**src/rtl/mdr_bus_pkg.sv**
```systemverilog
package mdr_bus_pkg;
  typedef enum logic [1:0] {
    XFER_IDLE  = 2'd0,
    XFER_READ  = 2'd1,
    XFER_WRITE = 2'd2
  } xfer_state_e;
endpackage

```
**src/rtl/mdr_addr_reg.sv**
```systemverilog
module mdr_addr_reg #(
  parameter int W = 8
) (
  input  logic         clk,
  input  logic         rst_n,
  input  logic         ld_i,
  input  logic [W-1:0] d_i,
  output logic [W-1:0] q_o
);
  logic [W-1:0] q_next;

  always_comb begin
    q_next = q_o;
    if (ld_i) q_next = d_i;
  end

  always_ff @(posedge clk or negedge rst_n) begin
    if (!rst_n) q_o <= '0;
    else        q_o <= q_next;
  end

  // address register loads and holds
  a_r2_addr_load: assert property (@(posedge clk) disable iff (!rst_n)
    ld_i |=> q_o == $past(d_i));
  a_r2_addr_hold: assert property (@(posedge clk) disable iff (!rst_n)
    !ld_i |=> $stable(q_o));
endmodule

```
**src/rtl/mdr_data_reg.sv**
```systemverilog
module mdr_data_reg #(
  parameter int W = 8
) (
  input  logic         clk,
  input  logic         rst_n,
  input  logic         cap_mem_i,
  input  logic         ld_int_i,
  input  logic [W-1:0] mem_d_i,
  input  logic [W-1:0] int_d_i,
  output logic [W-1:0] q_o
);
  logic [W-1:0] q_next;

  always_comb begin
    q_next = q_o;
    if (cap_mem_i)     q_next = mem_d_i;
    else if (ld_int_i) q_next = int_d_i;
  end

  always_ff @(posedge clk or negedge rst_n) begin
    if (!rst_n) q_o <= '0;
    else        q_o <= q_next;
  end

  // memory capture takes the read lines
  a_r6_capture: assert property (@(posedge clk) disable iff (!rst_n)
    cap_mem_i |=> q_o == $past(mem_d_i));
  // internal load when no capture competes
  a_r7_int_load: assert property (@(posedge clk) disable iff (!rst_n)
    (ld_int_i && !cap_mem_i) |=> q_o == $past(int_d_i));
endmodule

```
**src/rtl/mdr_xfer_ctrl.sv**
```systemverilog
module mdr_xfer_ctrl
  import mdr_bus_pkg::*;
(
  input  logic clk,
  input  logic rst_n,
  input  logic rd_req_i,
  input  logic wr_req_i,
  input  logic done_i,
  output logic rd_o,
  output logic wr_o,
  output logic busy_o,
  output logic rd_done_o
);
  xfer_state_e state_q, state_next;

  always_comb begin
    state_next = state_q;
    unique case (state_q)
      XFER_IDLE: begin
        if (rd_req_i)      state_next = XFER_READ;
        else if (wr_req_i) state_next = XFER_WRITE;
      end
      XFER_READ, XFER_WRITE: begin
        if (done_i) state_next = XFER_IDLE;
      end
      default: state_next = XFER_IDLE;
    endcase
  end

  always_ff @(posedge clk or negedge rst_n) begin
    if (!rst_n) state_q <= XFER_IDLE;
    else        state_q <= state_next;
  end

  assign rd_o      = (state_q == XFER_READ);
  assign wr_o      = (state_q == XFER_WRITE);
  assign busy_o    = (state_q != XFER_IDLE);
  assign rd_done_o = rd_o && done_i;

  // strobe held until completion, then dropped
  a_r3_hold: assert property (@(posedge clk) disable iff (!rst_n)
    (busy_o && !done_i) |=> busy_o);
  a_r3_drop: assert property (@(posedge clk) disable iff (!rst_n)
    (busy_o && done_i) |=> !busy_o);
  // read wins over write from idle; strobes never both high
  a_r4_priority: assert property (@(posedge clk) disable iff (!rst_n)
    (!busy_o && rd_req_i) |=> (rd_o && !wr_o));
  a_r4_exclusive: assert property (@(posedge clk) disable iff (!rst_n)
    $onehot0({rd_o, wr_o}));
  // requests while busy do not change the strobes
  a_r5_ignore: assert property (@(posedge clk) disable iff (!rst_n)
    (busy_o && !done_i) |=> $stable({rd_o, wr_o}));
endmodule

```
**src/rtl/mdr_bus_if.sv**
```systemverilog
module mdr_bus_if #(
  parameter int DW = 8,
  parameter int AW = 8
) (
  input  logic          clk,
  input  logic          rst_n,
  input  logic [DW-1:0] ibus_i,
  output logic [DW-1:0] ibus_o,
  output logic          ibus_oe_o,
  input  logic          addr_ld_i,
  input  logic          dat_ld_int_i,
  input  logic          dat_drv_int_i,
  input  logic          dat_cap_mem_i,
  input  logic          dat_drv_mem_i,
  input  logic          rd_req_i,
  input  logic          wr_req_i,
  input  logic          wait_step_i,
  output logic [AW-1:0] mem_addr_o,
  output logic          mem_rd_o,
  output logic          mem_wr_o,
  input  logic [DW-1:0] mem_rdata_i,
  output logic [DW-1:0] mem_wdata_o,
  output logic          mem_wdata_oe_o,
  input  logic          mem_done_i,
  output logic          stall_o,
  output logic          busy_o
);
  localparam int SYNC_STAGES = 2;

  logic [SYNC_STAGES-1:0] rst_sync_q;
  logic                   rst_n_int;
  logic                   rd_done;
  logic                   cap_now;
  logic [DW-1:0]          dat_q;

  always_ff @(posedge clk or negedge rst_n) begin
    if (!rst_n) rst_sync_q <= '0;
    else        rst_sync_q <= {rst_sync_q[SYNC_STAGES-2:0], 1'b1};
  end
  assign rst_n_int = rst_sync_q[SYNC_STAGES-1];

  mdr_addr_reg #(.W(AW)) u_addr (
    .clk   (clk),
    .rst_n (rst_n_int),
    .ld_i  (addr_ld_i),
    .d_i   (ibus_i[AW-1:0]),
    .q_o   (mem_addr_o)
  );

  mdr_xfer_ctrl u_ctrl (
    .clk       (clk),
    .rst_n     (rst_n_int),
    .rd_req_i  (rd_req_i),
    .wr_req_i  (wr_req_i),
    .done_i    (mem_done_i),
    .rd_o      (mem_rd_o),
    .wr_o      (mem_wr_o),
    .busy_o    (busy_o),
    .rd_done_o (rd_done)
  );

  assign cap_now = dat_cap_mem_i && rd_done;

  mdr_data_reg #(.W(DW)) u_data (
    .clk       (clk),
    .rst_n     (rst_n_int),
    .cap_mem_i (cap_now),
    .ld_int_i  (dat_ld_int_i),
    .mem_d_i   (mem_rdata_i),
    .int_d_i   (ibus_i),
    .q_o       (dat_q)
  );

  assign ibus_o         = dat_drv_int_i ? dat_q : '0;
  assign ibus_oe_o      = dat_drv_int_i;
  assign mem_wdata_o    = dat_drv_mem_i ? dat_q : '0;
  assign mem_wdata_oe_o = dat_drv_mem_i;
  assign stall_o        = wait_step_i && !mem_done_i;

  // completion with no read outstanding leaves the data register alone
  a_r11_no_stray_capture: assert property (@(posedge clk) disable iff (!rst_n_int)
    (!mem_rd_o && !dat_ld_int_i) |=> $stable(dat_q));
endmodule

```
**config.mk**
```make
export PLATFORM = sky130hd
export DESIGN_NAME = mdr_bus_if
export DESIGN_NICKNAME = d
export VERILOG_FILES = /design/src/rtl/mdr_bus_pkg.sv /design/src/rtl/mdr_addr_reg.sv /design/src/rtl/mdr_data_reg.sv /design/src/rtl/mdr_xfer_ctrl.sv /design/src/rtl/mdr_bus_if.sv
export SDC_FILE = /design/constraint.sdc
export NUM_CORES = 1
export LEC_CHECK = 0
export BUFFER_PORTS_ARGS = -buffer_cell sky130_fd_sc_hd__buf_2
export CORE_MARGIN = 5
export CORE_UTILIZATION = 43
export DETAILED_ROUTE_END_ITERATION = 10
export HOLD_SLACK_MARGIN = 0.03
export PLACE_DENSITY = 0.78
export SLEW_MARGIN = 20
export SYNTH_ARGS = -nofsm -noshare
export SYNTH_HDL_FRONTEND = slang
export SYNTH_SLANG_ARGS = --single-unit
```
**constraint.sdc**
```tcl
create_clock -name clk -period 1.1 [get_ports clk]
set_clock_uncertainty 0.15 [all_clocks]
set_input_delay 0.22 -clock clk [delete_from_list [all_inputs] [get_ports clk]]
set_output_delay 0.22 -clock clk [all_outputs]
set_load 0.01 [all_outputs]
```
-- Word level (Yosys, flattened, before mapping)
Index checks and enable logic that the tools add are counted.
- register bits after elaboration: 20
- word-level logic and storage cells: 25
- output and inout bits: 30
- reduce and logical (&&, ||, !) cells: 9
- muxes and demuxes: 8
- equality and inequality tests: 4
- operators by type and width (operator ; count):
    $mux 8 ; 4
    $mux 2 ; 3
    $pmux 2 s2 ; 1
    $reduce_bool 2->1 ; 2
    $logic_and 1x1->1 ; 3
    $ne 3x3->1 const B ; 1
    $eq 2x1->1 const B ; 1
    $eq 2x2->1 const B ; 1
    $logic_not 2->1 ; 1
    $ne 2x2->1 const B ; 1
    $reduce_and 2->1 ; 1
    $reduce_or 2->1 ; 1
    $logic_not 1->1 ; 1

-- Logic depth before layout (Yosys ltp)
- word-level depth: 4
- gate-level depth with buffers: 7

-- By module
From an unflattened synthesis, not the netlist that was laid out.
- cells, all modules: 89
- area total of the unflattened synthesis: 1046.0 sq um
- modules (own cells, without submodules) (module ; cells an instance ; seq. area each (sq um) ; area each (sq um) ; times used):
    mdr_data_reg ; 34 ; 200.2 ; 372.9 ; 1
    mdr_addr_reg ; 17 ; 200.2 ; 331.6 ; 1
    mdr_bus_if ; 23 ; 50.0 ; 181.4 ; 1
    mdr_xfer_ctrl ; 15 ; 50.0 ; 160.2 ; 1

-- Worst setup path before layout
OpenSTA, ideal clock, no wires.
- path type: flip-flop to flip-flop
- start: reg u_ctrl.state_q[1]
- end: reg u_data.q_o[0]
- slack: -0.305 ns
- data arrival time: 1.129 ns
- path buffers: 2
- library setup time: 0.126 ns
- stages on the path, launching flop included: 8
- required time: 0.824 ns
- cell sequence: dfrtp_1 > inv_1 > ha_1 > and3_1 > buf_6 > buf_8 > nand2_1 > o21ai_0
- word-level cells in the longest chain between the ends: 4
- elaborated cells on any way between the ends: 5
- ends and longest elaborated chain (item ; line ; source):
    start, declared ; mdr_xfer_ctrl.sv:14 ; xfer_state_e state_q, state_next;
    start signal, assigned ; mdr_xfer_ctrl.sv:32 ; else state_q <= state_next;
    $eq 2x1->1 * ; mdr_xfer_ctrl.sv:35 ; assign rd_o = (state_q == XFER_READ);
    via mem_rd_o ; mdr_bus_if.sv:19 ; output logic mem_rd_o,
    $logic_and 1x1->1 * ; mdr_xfer_ctrl.sv:38 ; assign rd_done_o = rd_o && done_i;
    $logic_and 1x1->1 * ; mdr_bus_if.sv:62 ; assign cap_now = dat_cap_mem_i && rd_done;
    $mux 8 / $reduce_bool 2->1 (equally long branches) ; -- ;
    end signal, assigned ; mdr_data_reg.sv:22 ; else q_o <= q_next;
    end, declared ; mdr_data_reg.sv:10 ; output logic [W-1:0] q_o
Mark *: on every way through the listed nets, which the timed path passes. The rest lies on a longest branch.
A chain may end at the register's enable or synchronous reset.

-- Final worst setup path
- start: reg u_ctrl.state_q[0]
- end: out mem_rd_o
- word-level cells in the longest chain between the ends: 1
- ends and longest elaborated chain (item ; line):
    $eq 2x1->1 ; mdr_xfer_ctrl.sv:35
    end, declared ; mdr_bus_if.sv:19
No other way between the ends.

==> results.md <==
* Outcome: finished, violations left
* Failing checks: hold timing, setup timing
* Cells along the critical path: buf_4 -> ha_4 -> buf_6
* Max incr delay on CP at 0.42 ns
* Vias in the first global route at 1008
* Yosys warning count at 0
* DRC errors left at 0
* I/O pins at 57
* Max cap viols at 0
* First-pass GRT wire length at 4490 µm
* Via count at 1011
* CP Max Fanout at 3
* Die height at just under 60 µm
* Layout cells sized above 1 at 58.1%
* Crit path to: mem_rd_o
* Sequential share of the synthesized area at 49.6%
* Max Clk Rate at 655 MHz
* CP Class: reg -> out
* Cell area after layout at 1780 µm²
* Crit path max-delay cell type: dfrtp_1
* Nets at 210
* Post-synth net total at 120
* Synth Register Bits at 20
* Crit path time final at 1.53 ns
* Final setup fails at 38
* Max IR drop VDD at 1410 µV
* Crit share post-route at 139%
* Area leader, netlist: dfrtp_1
* Chip width at 58.5 µm
* Worst-path clk slew at 0.12 ns
* Arrival time at the worst endpoint at around 1.2 ns
* Sequential share of power at 34.0%
* Synth area leaders: dfrtp_1, and2_1, mux2_2
* Die footprint at 3420 µm²
* Int Power at 1.92 mW
* Initial Util at a little under half
* Lkg Pwr at ~0.9 nW
* Sink Count at 20
* Pwr/cell area at approximately 1600 nW/µm²
* Min Hold Slack at -0.0265 ns
* Hpwl dp at 1960 µm
* Netlist cell types at 21
* First-pass DRT Iterations at 4
* Worst Setup End Kind: output pin
* 1st-iter DRT viols at 18
* Met1 wire length at approximately 1200 µm
* Switching power at 958 µW
* RSZ-0062 raised after global routing: yes
* DR WL/cell at between 15 and 20 µm
* Top Layer Used: met4
* R2r startpoint: u_ctrl.state_q[0]
* CTS tree: built
* Inst Count DP at 171
* Max H-tree Level at 1
* Worst slack at placement at -0.241 ns
* Synth-to-layout area growth at 76.0%
* Drt via density at 4.88
* Wire length on met3 at roughly 200 µm
* Worst Setup SP: u_ctrl.state_q[0]
* R2r worst-path depth at 6
* Synth Instances at 90
* Diodes inserted at 0
* Antenna violations before repair at 0
* Worst-Skew Late Latency at 0.32 ns
* Total CTS buffers at 3
* Met2 wire length at 1770 µm
* Max clock buf depth at 2
* Comb pwr share at 50.5%
* Setup crit start kind: flip-flop
* Final wirelength at roughly 3200 µm
* ANT nets after route at 0
* FF-to-FF End: u_data.q_o[6]
* Worst Hold Class: reg -> async
* Root buf cell: clkbuf_4
* Clock network power share at between 10% and 20%
* Gpl congestion at 0.812
* Tot GR Track Use at 17.2%
* Hold Violations, Final at 5
* Net Sw Frac at 33.3%
* Pin count of the biggest net entering global routing at 17
* Cell area after synthesis at 1010 µm²
* Slew Limit Fails at 0
* Worst R2R Setup Slack at -0.33 ns
* Syn_area_per_cell at 11.2 µm²
* Setup WS post-layout at -0.426 ns
* Placed Area at 1350 µm²
* Yosys top cell area share at ~50%
* Commonest non-fill, non-tap cell in the layout: buf_2
* Port Buffer Count at 56
* Most frequent cells in the layout: buf_2, dfrtp_1, dlygate4sd3_1, and2_1, buf_4
* Cell Count, Final, Fillers Out at 207
* CP required at 0.73 ns
* Core area at 2230 µm²
* Num rows at 17
* GR Overflow Total at 0
worst max-delay path, delay by kind of cell, from the launching register on:
family | cells | cell delay [ns]
adders and majority gates | 1 | 0.16
buffers and inverters | 2 | 0.26
DFF | 1 | 0.42
registers in the layout (all words and copies together) (netlist names):
| name | cells |
|---|---|
| u_data.q_o | 8 |
| u_addr.q_o | 8 |
| u_ctrl.state_q | 2 |
| rst_sync_q | 2 |
how the worst min path moves through the flow:
stage	depth (start not counted)	end	slack, ns	startpoint
2_1_floorplan	0	rst_sync_q[0]	-0.23	rst_n
3_3_place_gp	1	rst_sync_q[0]	-0.14	rst_n
3_5_place_dp	1	rst_sync_q[0]	-0.14	rst_n
4_1_cts	0	u_addr.q_o[0]	-0.01	rst_sync_q[1]
5_1_grt	0	u_addr.q_o[3]	0.0003	rst_sync_q[1]
6_report	0	u_addr.q_o[3]	-0.03	rst_sync_q[1]
cells by family after synthesis:
family	after synthesis	share of synthesized area [%]
AOI/OAI and AO/OA	11	6.69
adders and majority gates	3	3.72
buffers and inverters	9	6.44
DFF	20	49.6
muxes	16	16.9
other	1	0.371
and+or+nand+nor	30	16.4
layer usage:
metal | vias to the layer above | global-route usage [%]
met5 | - | 0
met4 | 0 | 7.95
met3 | 7 | 2.41
met2 | 33 | 32.1
met1 | 494 | 19.0
li1 | 477 | -
synth_stat cells, drive strengths merged:
library cell	count
and3	1
and2b	1
buf	6
or3	1
and2	16
dfrtp	20
mux2i	8
o21ai	9
nand2b	1
nand3	1
nand2	9
conb	1
o211ai	1
mux2	8
inv	3
ha	3
a21boi	1
power by group through the flow:
stage / combinational, mW / clock [mW] / sequential, mW
global placement: 0.910 / 0 / 0.983
finish: 1.45 / 0.448 / 0.976
CTS: 1.28 / 0.433 / 0.966
global route: 1.57 / 0.483 / 0.992
floorplan: 0.606 / 0 / 0.989
detailed placement: 0.944 / 0 / 0.995
final cells by class:
class | count | area [µm²]
clock buffers | 4 | 36.3
multi-input cells | 62 | 536
fillers | 154 | 457
flip-flops and latches | 20 | 500
well taps | 28 | 35.0
repair buffers | 90 | 658
inverters | 3 | 11.3
metrics by stage:
step / TNS [ns] / utilization [%] / power, mW
after floorplan: -2.20 / - / 1.59
after global routing: -10.29 / 79.6 / 3.04
after detailed placement: -2.04 / 60.4 / 1.94
after CTS: -7.96 / 74.9 / 2.68
after global placement: -1.78 / 60.4 / 1.89
final: -8.81 / 79.6 / 2.88
repair_timing:
item / 4_1_cts / 5_1_grt
setup buffers: 11 / 4
endpoints found under the setup margin: 37 / 39
pin swaps: 12 / 6
endpoints found under the hold margin: 22 / 8
hold buffers: 16 / 3
gates resized for setup: 8 / 15
gates cloned: 0 / 1
Note: power is estimated with default switching activity, not from simulation.
